--- src/rtl/xfer_chain_seq.sv ---
module xfer_chain_seq #(
  parameter int IDX_W = 2,
  parameter int CNT_W = 8
) (
  input  logic             clk,
  input  logic             rst_n,
  input  logic             start,
  input  logic             step_done,
  input  logic             irq_clr,
  input  logic [7:0]       desc_mode,
  input  logic [CNT_W-1:0] desc_count,
  output logic [IDX_W-1:0] desc_idx,
  output logic             busy,
  output logic             cnt_wr,
  output logic [CNT_W-1:0] cnt_wr_val,
  output logic             src_flag_clr,
  output logic             src_en_clr,
  output logic             seq_end,
  output logic             irq
);

  localparam logic [1:0] S_IDLE = 2'd0;
  localparam logic [1:0] S_LOAD = 2'd1;
  localparam logic [1:0] S_RUN  = 2'd2;

  logic [1:0]       st;
  logic [2:0]       mode_q;
  logic [CNT_W-1:0] cnt_q;
  logic             irq_q;

  wire              step      = (st == S_RUN) && step_done;
  wire [CNT_W-1:0]  cnt_nx    = cnt_q - 1'b1;
  wire              cnt_zero  = (cnt_nx == '0);
  wire              chain     = mode_q[2] && (!mode_q[1] || cnt_zero);
  wire              take_chain = step && chain;
  wire              finish    = step && !chain;
  wire              complete  = finish && cnt_zero;
  wire              irq_set   = complete || (finish && mode_q[0]);

  assign busy         = (st != S_IDLE);
  assign cnt_wr       = step;
  assign cnt_wr_val   = cnt_nx;
  assign src_flag_clr = complete;
  assign src_en_clr   = complete;
  assign seq_end      = finish;
  assign irq          = irq_q || irq_set;

  always_ff @(posedge clk or negedge rst_n) begin
    if (!rst_n) begin
      st       <= S_IDLE;
      mode_q   <= '0;
      cnt_q    <= '0;
      desc_idx <= '0;
    end else begin
      case (st)
        S_IDLE: if (start) begin
          st       <= S_LOAD;
          desc_idx <= '0;
        end
        S_LOAD: begin
          mode_q <= desc_mode[7:5];
          cnt_q  <= desc_count;
          st     <= S_RUN;
        end
        S_RUN: if (step) begin
          cnt_q <= cnt_nx;
          if (chain) begin
            desc_idx <= desc_idx + 1'b1;
            st       <= S_LOAD;
          end else begin
            desc_idx <= '0;
            st       <= S_IDLE;
          end
        end
        default: st <= S_IDLE;
      endcase
    end
  end

  always_ff @(posedge clk or negedge rst_n) begin
    if (!rst_n)       irq_q <= 1'b0;
    else if (irq_set) irq_q <= 1'b1;
    else if (irq_clr) irq_q <= 1'b0;
  end


  chain_adv_chk: assert property (@(posedge clk) disable iff (!rst_n)
    take_chain |=> (busy && desc_idx == $past(desc_idx) + 1'b1));


  clr_pair_chk: assert property (@(posedge clk) disable iff (!rst_n)
    src_flag_clr |-> (src_en_clr && irq && seq_end));


  irq_hold_chk: assert property (@(posedge clk) disable iff (!rst_n)
    (irq && !irq_clr) |=> irq);


  irq_ack_chk: assert property (@(posedge clk) disable iff (!rst_n)
    (irq_clr && !irq_set) |=> !irq_q);


  end_ptr_chk: assert property (@(posedge clk) disable iff (!rst_n)
    seq_end |=> (desc_idx == '0 && !busy));


  idle_ign_chk: assert property (@(posedge clk) disable iff (!rst_n)
    (st != S_RUN) |=> $stable(desc_idx));

endmodule

--- config.mk ---
export PLATFORM = sky130hd
export DESIGN_NAME = xfer_chain_seq
export DESIGN_NICKNAME = d
export VERILOG_FILES = /design/src/rtl/xfer_chain_seq.sv
export SDC_FILE = /design/constraint.sdc
export NUM_CORES = 1
export LEC_CHECK = 0
export BUFFER_PORTS_ARGS = -buffer_cell sky130_fd_sc_hd__clkbuf_2
export CORE_MARGIN = 3
export CORE_UTILIZATION = 46
export CTS_BUF_LIST = sky130_fd_sc_hd__clkbuf_8
export CTS_CLUSTER_SIZE = 10
export DETAILED_ROUTE_END_ITERATION = 12
export PLACE_DENSITY = 0.81
export SLEW_MARGIN = 20
export SYNTH_ARGS = -nofsm -noshare
export SYNTH_HDL_FRONTEND = slang
export SYNTH_SLANG_ARGS = --single-unit
export TNS_END_PERCENT = 30
--- constraint.sdc ---
create_clock -name clk -period 2.1 [get_ports clk]
set_input_delay 0.42 -clock clk [delete_from_list [all_inputs] [get_ports clk]]
set_output_delay 0.42 -clock clk [all_outputs]
set_load 0.01 [all_outputs]
# --- Yosys cells after proc, flatten, opt, wreduce, memory -nomap -nowiden ---
# Index checks and enable logic that the tools add are counted.
op_classes:
  addsub: 2
  n_eq_ne: 4
  muxes: 12
  reduce_logical: 19
ops:
  columns: ["op", "count"]
  rows:
  - ["one-hot mux 8 bit (2 select lines)", 1]
  - ["two-way mux 2 bit", 5]
  - ["zero test 8 bit", 1]
  - ["two-way mux 8 bit", 1]
  - ["nonzero test 2 bit", 4]
  - ["subtractor 8 x 1 -> 8 bit, second input constant", 1]
  - ["one-hot mux 2 bit (3 select lines)", 1]
  - ["logical AND 1 bit", 5]
  - ["inequality test 2 bit, second input constant", 2]
  - ["one-hot mux 2 bit (2 select lines)", 1]
  - ["AND reduction 2 bit", 2]
  - ["logical OR 1 bit", 3]
  - ["two-way mux 1 bit", 3]
  - ["AND reduction 3 bit", 1]
  - ["adder 2 x 1 -> 2 bit, second input constant", 1]
  - ["== test 2 x 1 -> 1 bit, second input constant", 1]
  - ["== test 2 bit, second input constant", 1]
  - ["zero test 1 bit", 2]
  - ["zero test 2 bit", 1]
word_totals:
  reg_bits: 16
  inputBits: 21
  wordCells: 42

# --- Depth between registers and ports, before layout ---
# Gate-level depths: netlist of the first run.
logic_depth:
  depth_word: 9
  depth_mapped: 7

# --- Worst setup path after synthesis of the first run ---
# OpenSTA, ideal clock, no wires.
synth_timing:
  path_kind: "register to output"
  startpoint: "register cnt_q[0]"
  endpoint: "output src_flag_clr"
  arrival_time_ns: 2.141
  t_required_ns: 1.680
  setup_slack_ns: -0.461
  stages_incl_launch_ff: 8
  path_buffers: 1
  path_cell_list: "dfrtp_1 > inv_1 > ha_1 > o211ai_1 > mux2_4 > a2111o_1 > nor3_1 > buf_4"
synth_via:
  elab_chain_cells: 7
synth_lines:
  columns: ["item", "line_no", "source"]
  rows:
  - ["start: declaration", "28", "logic [CNT_W-1:0] cnt_q;"]
  - ["start signal: assignment", "62", "cnt_q <= desc_count;"]
  - ["start signal: assignment", "66", "cnt_q <= cnt_nx;"]
  - ["subtractor 8 x 1 -> 8 bit *", "32", "wire [CNT_W-1:0] cnt_nx = cnt_q - 1'b1;"]
  - ["via cnt_wr_val[0]", "15", "output logic [CNT_W-1:0] cnt_wr_val,"]
  - ["zero test 8 bit *", "33", "wire cnt_zero = (cnt_nx == '0);"]
  - ["logical OR 1 bit", "34", "wire chain = mode_q[2] && (!mode_q[1] || cnt_zero);"]
  - ["logical AND 1 bit", "34", null]
  - ["zero test 1 bit", "36", "wire finish = step && !chain;"]
  - ["logical AND 1 bit", "36", null]
  - ["logical AND 1 bit *", "37", "wire complete = finish && cnt_zero;"]
  - ["end: declaration", "16", "output logic src_flag_clr,"]
# The timed path passes the listed nets; every way through them passes the cells marked *.

# --- Worst setup path in the final report of the first run ---
layout_timing:
  startpoint: "register cnt_q[3]"
  endpoint: "output irq"
layout_via:
  elab_chain_cells: 9
  elab_cells_between_ends: 10
  classes_between: "1 x add/sub; 9 x reduce/logical"
layout_lines:
  columns: ["item", "line_no", "source"]
  rows:
  - ["subtractor 8 x 1 -> 8 bit *", "32", null]
  - ["zero test 8 bit *", "33", null]
  - ["logical OR 1 bit", "34", null]
  - ["logical AND 1 bit", "34", null]
  - ["zero test 1 bit", "36", null]
  - ["logical AND 1 bit", "36", null]
  - ["logical AND 1 bit, on equally long branches", "37, 38", null]
  - ["logical OR 1 bit *", "38", "wire irq_set = complete || (finish && mode_q[0]);"]
  - ["logical OR 1 bit *", "46", "assign irq = irq_q || irq_set;"]
  - ["end: declaration", "19", "output logic irq"]
# Every way passes the cells marked *; elsewhere a longest branch is shown, timed or not.

==> results of run 1 <==
==> power breakdown <==
group          total (W)  switching, W  internal, W
logic            0.00133      0.000661     0.000666
registers       0.000578      0.000136     0.000442
clock network   0.000229      0.000102     0.000127
==> flip-flops by register name (all words and copies together) (netlist names) <==
signal	count
st	2
irq_q	1
desc_idx	2
mode_q	3
cnt_q	8
==> per-layer routing <==
metal,part of all wire,global-route usage,vias up
met3,0.051,0.0423,5
met5,0,0,-
met2,0.51,0.388,25
met4,0.011,0.0681,0
li1,-,-,491
met1,0.43,0.258,487
==> worst reg2reg max path: stages, from the launching register on <==
cell	delay, ns
dfrtp_1	0.38
or3_4	0.40
mux2_4	0.30
a2111o_1	0.43
a21boi_2	0.24
buf_4	0.17
a32o_1	0.16
==> what timing repair did <==
action                                  4_1_cts  5_1_grt
hold endpoints to repair                      0        0
endpoints found under the setup margin       10       12
resized for setup                             1        5
pin swaps                                     5        1
==> cells in the final DEF (no fill, tap or decap), drive strengths merged, types with 2 or more instances in the layout <==
cell,instances
nor3,5
inv,8
mux2,5
clkbuf,29
dfrtp,16
or3,2
nor2b,2
buf,24
xnor2,6
ha,2
nand3,2
mux2i,5
nor2,12
nand2,14
o21ai,6
xor2,3
o21a,2
a21oi,6
==> cells by family (layout without fill, tap and decap cells) <==
kind of cell,after synthesis,after routing,share of synthesized area
mux,10,10,0.107
buf+inv,14,61,0.0548
simple gates,41,41,0.185
xor+xnor,9,9,0.0766
compound gates,24,24,0.163
fa+ha+maj,2,2,0.0243
flops,16,16,0.389
==> layout make-up <==
cell class	count	share of cell area
Clock buffer	3	0.0291
Inverter	8	0.0212
Multi-Input combinational cell	86	0.434
Sequential cell	16	0.282
Tap cell	27	0.0238
Timing Repair Buffer	50	0.210
==> stage by stage <==
step	setup TNS, ns	worst slack (ns)	std cells	power, W	instance area, sq um
6_report	-2.23	-0.569	190	0.00213	1420
5_1_grt	-2.96	-0.638	190	0.00232	1420
4_1_cts	-2.63	-0.621	190	0.00215	1420
3_5_place_dp	-1.29	-0.370	187	0.00191	1370
3_3_place_gp	-0.967	-0.324	187	0.00184	1370
2_1_floorplan	-0.721	-0.241	116	0.00135	1070
==> worst paths after layout <==
check | from | end | slack, ns | cells past startpoint
worst max-delay path | cnt_q[3] | irq | -0.57 | 6
worst min-delay path | rst_n | cnt_q[1] | 0.09 | 1
worst max register to register | cnt_q[3] | desc_idx[1] | -0.05 | 6
worst min register to register | mode_q[1] | mode_q[1] | 0.55 | 1
max in group asynchronous | rst_n | desc_idx[1] | 1.72 | 1
min in group clk | irq_clr | irq_q | 0.35 | 2
==> impl_results.md, run 1 <==
- Unrepaired setup endpoints after global routing: yes
- CTS Buf Count: 3
- Grt total ovfl: 0
- Sequential share of the synthesized area: 0.389
- Post-synth ARST share: 1.00
- Die Footprint: 0.00284 sq mm
- Vias in the first global route: 1005
- F_max: 0.375 GHz
- Io pins: 37
- Crit start category: register
- N_diodes: 0
- Top-area cell type share of the netlist area: 0.389
- Die height: 53.3 um
- Final net count: 188
- Top delay family on crit path: compound AO/OA/AOI/OAI gates
- Area occupied by multi-input gates: 616 sq um
- Slew Limit Fails: 0
- Total leakage power: 0.690 nW
- Area contributors post-synth: dfrtp_1, nand2_1, xnor2_1
- Post-synth EDFFs: 0
- Crit path kind: register to output pin
- Routed vias/inst: 5.31
- Post-DRT Antenna Nets: 0
- Final WS setup: -0.569 ns
- TritonCTS clock tree: yes
- Most used DFF post-synth: dfrtp_1
- Warnings, synthesis: 0
- Storage element area: 400 sq um
- Clock Path Buffers: 2
- Worst Hold Class: primary input to async pin
- Initial core utilization: 0.504
- Largest area contributor in the netlist: dfrtp_1
- Worst path cell trace: or3_4, mux2_4, a2111o_1, nor2b_4, o31ai_4, buf_2
- Hold Vio Cnt, Final: 0
- Core footprint: 0.00204 sq mm
- H-tree depth: 1
- Max cap viols: 0
- Global-route wire length before repair: 4440 um
- Initial antenna violation count: 0
- Synth top cells by count: dfrtp_1, nand2_1, nor2_1, inv_1
- Status: complete, but fails checks
- Failing checks: setup timing
- Worst VDD drop: 836 uV
- Setup Buffers After CTS: 0
- Crit path max fanout: 3
- Pre-Repair DR Iteration Count: 4
- Post-route DRC: 0
- Synthesized net count: 139
- Die width: 53.3 um
- Vias: 1008
- Final setup vio count: 7
- PD cells: 1500 mW/mm^2
- Max Clock Skew: 0.000939 ns
- Fill cells: 178
- Crit end category: output pin
- Area Growth Syn to Fin: 38.0%
- Row count: 16
- WP data required: 1.68 ns
- Mean post-synth cell area: 8.87 sq um
- Post-synthesis cell count: 116
- Fin util: 0.695
- HPWL Detailed: 2060 um
- Routed WL per cell: 13.5 um
- Final period util: 1.27
- Worst-Margin Slew: 0.533 ns
- #FFs+latches synth: 16
- CP max-delay cell: a2111o_1
- Slowest cell delay on critical path: 0.43 ns
- Hold slack: 0.0887 ns
- WP data arrival: 2.25 ns
- Worst-skew pair later-pin latency: 0.25 ns
- Pin count of the biggest net entering global routing: 17
- Root Buffer: clkbuf_8
- Hold Buf Count CTS: 0
- Mapped Area: 0.00103 sq mm
- Input/output buffers: 31
- DRT iter0 DRCs: 9
- CTS sink cnt: 16
- Fraction of layout cells with a size suffix above 1: 0.423
- Tmin final: 2.67 ns
- Post-Route WL: 2570 um
- Buf/Inv on CP: 1
- RD Place Congestion: 0.854
- Distinct cells, synth: 34
- Clock-pin slew on the worst setup and hold paths: 0.06 ns
- Most frequent cell after synthesis: dfrtp_1
- Total GRT Usage: 0.218
- Worst slew margin: 0.644
Note: power is estimated with default switching activity, not from simulation.
==> inputs of run 2 (changes only) <==
CORE_UTILIZATION = 44   (was 46)
CTS_BUF_LIST = default   (was sky130_fd_sc_hd__clkbuf_8)
PLACE_DENSITY = 0.78   (was 0.81)
==> run 2 against run 1 <==
The run still ends with setup timing left. Die area increased by 4.0%. Register-to-register slack worse by 0.04 ns. Clock skew is 0.0030 ns higher. Power rose by 3.5%. Critical path type unchanged. Highest routed layer unchanged.
==> impl_results.md, run 2 (same netlist as run 1, synthesis figures left out) <==
- Status: complete, but fails checks
- Failing checks: setup timing
- RD Place Congestion: 0.834 (-2.4%)
- Clk pwr share: 0.095 (-0.012)
- Internal power: 0.00127 W (+3.2%)
- N_diodes: 0 (unchanged)
- Vias: 1008 (unchanged)
- Reg2reg path depth: 7 (+1)
- Root Buffer: clkbuf_4
- Input/output buffers: 31 (unchanged)
- F_max: 0.366 GHz (-2.3%)
- Pin count of the biggest net entering global routing: 17 (unchanged)
- Critical R2R Capture: desc_idx[1]
- Final setup vio count: 9 (+2)
- Max Clock Skew: 0.00393 ns (+0.00299 ns)
- Slew Limit Fails: 0 (unchanged)
- PD cells: 1500 mW/mm^2 (-0.23%)
- Post-route DRC: 0 (unchanged)
- Largest registers: cnt_q (8), mode_q (3)
- HPWL Detailed: 1950 um (-5.3%)
- Max cap viols: 0 (unchanged)
- Hold slack: 0.0329 ns (-0.0557 ns)
- Initial core utilization: 0.494 (-0.00969)
- Worst-skew pair later-pin latency: 0.29 ns (+0.04 ns)
- Worst Hold Class: primary input to async pin
- Die Footprint: 0.00295 sq mm (+4.0%)
- Crit path max fanout: 3 (unchanged)
- Grt total ovfl: 0 (unchanged)
- Final period util: 1.30 (+0.0303)
- Area Growth Syn to Fin: 43.1%
- Final net count: 190 (+1.1%)
- Post-Route WL: 2550 um (-0.89%)
- Power Total: 0.00221 W (+3.5%)
- Worst slew margin: 0.728 (+0.0839)
- DRT iter0 DRCs: 16 (+7)
- Post-DRT Antenna Nets: 0 (unchanged)
- Met2 WL post-DR: 1180 um (-10%)
- WP data arrival: 2.31 ns (+0.06 ns)
- Switching component of the power: 0.000934 W (+3.9%)
- Number of flip-flops in the largest register: 8 (unchanged)
- Metal3 WL: 145 um (+9.8%)
- TritonCTS clock tree: yes
- Worst R2R Start: cnt_q[4]
- Initial antenna violation count: 0 (unchanged)
- Sequential Power Share: 0.263 (-0.008)
- Die width: 54.3 um (+2.0%)
- Pre-Repair DR Iteration Count: 4 (unchanged)
- Crit start category: register
- Total leakage power: 0.712 nW (+3.1%)
- Biggest register: cnt_q
- Io pins: 37 (unchanged)
- Top sig layer: met4
- Routed vias/inst: 5.22 (-1.6%)
- Final WS setup: -0.632 ns (-0.0637 ns)
- Vias in the first global route: 912 (-9.3%)
- Non-filler instance count after layout: 193 (+1.6%)
- Row count: 16 (unchanged)
- DP Worst Slack: -0.346 ns (+0.0242 ns)
- Fraction of layout cells with a size suffix above 1: 0.458 (+0.0345)
- Unrepaired setup endpoints after global routing: yes
- Global-route wire length before repair: 4060 um (-8.4%)
- Placed insts: 187 (unchanged)
- Die height: 54.3 um (+2.0%)
- Worst VDD drop: 922 uV (+10%)
- Most common cell after layout, fill and taps aside: clkbuf_2
- CTS Buf Count: 3 (unchanged)
- Logic pwr share: 0.642 (+0.020)
- Net Sw Frac: 0.423 (+0.00166)
- Crit end category: output pin
- Worst-Margin Slew: 0.408 ns (-0.126 ns)
- Routed WL per cell: 13.2 um (-2.4%)
- CTS sink cnt: 16 (unchanged)
- Clock Path Buffers: 2 (unchanged)
- Hold Vio Cnt, Final: 0 (unchanged)
- Most frequent cells in the layout: clkbuf_2, buf_4, dfrtp_1
- Core footprint: 0.00208 sq mm (+2.0%)
- Tmin final: 2.73 ns (+0.0637 ns)
- R2R Setup Slk: -0.09 ns (-0.04 ns)
- Clock-pin slew on the worst setup and hold paths: 0.10 ns (+0.04 ns)
- H-tree depth: 1 (unchanged)
- WP data required: 1.68 ns (about the same)
- Total GRT Usage: 0.190 (-0.0274)
- Crit path kind: register to output pin
- M1 WL: 1200 um (+9.6%)
## run 2: changes by cell type in the layout (fill, tap and decap cells not counted), moves of 2 or more
cell / change
clkbuf_8: -2
clkbuf_4: +3
buf_4: -2
buf_6: +4
## run 2: worst max-delay path: stages, from the launching register on
cell      delay, ns
dfrtp_1        0.39
or3_4          0.39
mux2_4         0.30
a2111o_1       0.45
nor2b_4        0.18
o31ai_4        0.15
buf_2          0.16
## run 2: area by class of cell
class                           instances  area (sq um)
Clock buffer                            4          36.3
Fill cell                             162           611
Inverter                                8          30.0
Multi-Input combinational cell         86           642
Sequential cell                        16           402
Tap cell                               27          33.8
Timing Repair Buffer                   52           328
## run 2: worst max path at each step
stage | cells after the start | slack (ns) | endpoint | startpoint
3_5_place_dp | 6 | -0.35 | irq | cnt_q[4]
2_1_floorplan | 5 | -0.24 | irq | cnt_q[2]
5_1_grt | 6 | -0.67 | irq | cnt_q[4]
4_1_cts | 6 | -0.69 | irq | cnt_q[3]
3_3_place_gp | 6 | -0.32 | irq | cnt_q[4]
6_report | 6 | -0.63 | irq | cnt_q[4]
## run 2: power groups by stage
| stage | clock, W | combinational [W] | sequential [W] |
|---|---|---|---|
| after detailed placement | 0 | 0.00131 | 0.000575 |
| after global placement | 0 | 0.00127 | 0.000569 |
| final | 0.000209 | 0.00142 | 0.000582 |
| after floorplan | 0 | 0.000800 | 0.000554 |
| after CTS | 0.000215 | 0.00137 | 0.000569 |
| after global routing | 0.000225 | 0.00155 | 0.000595 |
## run 2: repair_timing
item | in CTS | in global routing
endpoints found under the setup margin | 12 | 14
setup buffers | 1 | 1
hold endpoints to repair | 0 | 0
hold buffers | 0 | 0
resized for setup | 4 | 12
pin swaps | 3 | 6
## run 2: layer usage
layer	GRT usage	up-vias
met5	0	-
met4	0.0747	0
met2	0.307	33
met1	0.260	470
met3	0.0191	4
li1	-	501
## run 2: metrics by stage
step | util | instance area [sq um] | setup TNS (ns)
after detailed placement | 0.659 | 1370 | -1.30
after global placement | 0.659 | 1370 | -0.979
after floorplan | - | 1070 | -0.721
after global routing | 0.707 | 1470 | -3.36
final | 0.707 | 1470 | -2.75
after CTS | 0.691 | 1440 | -3.18
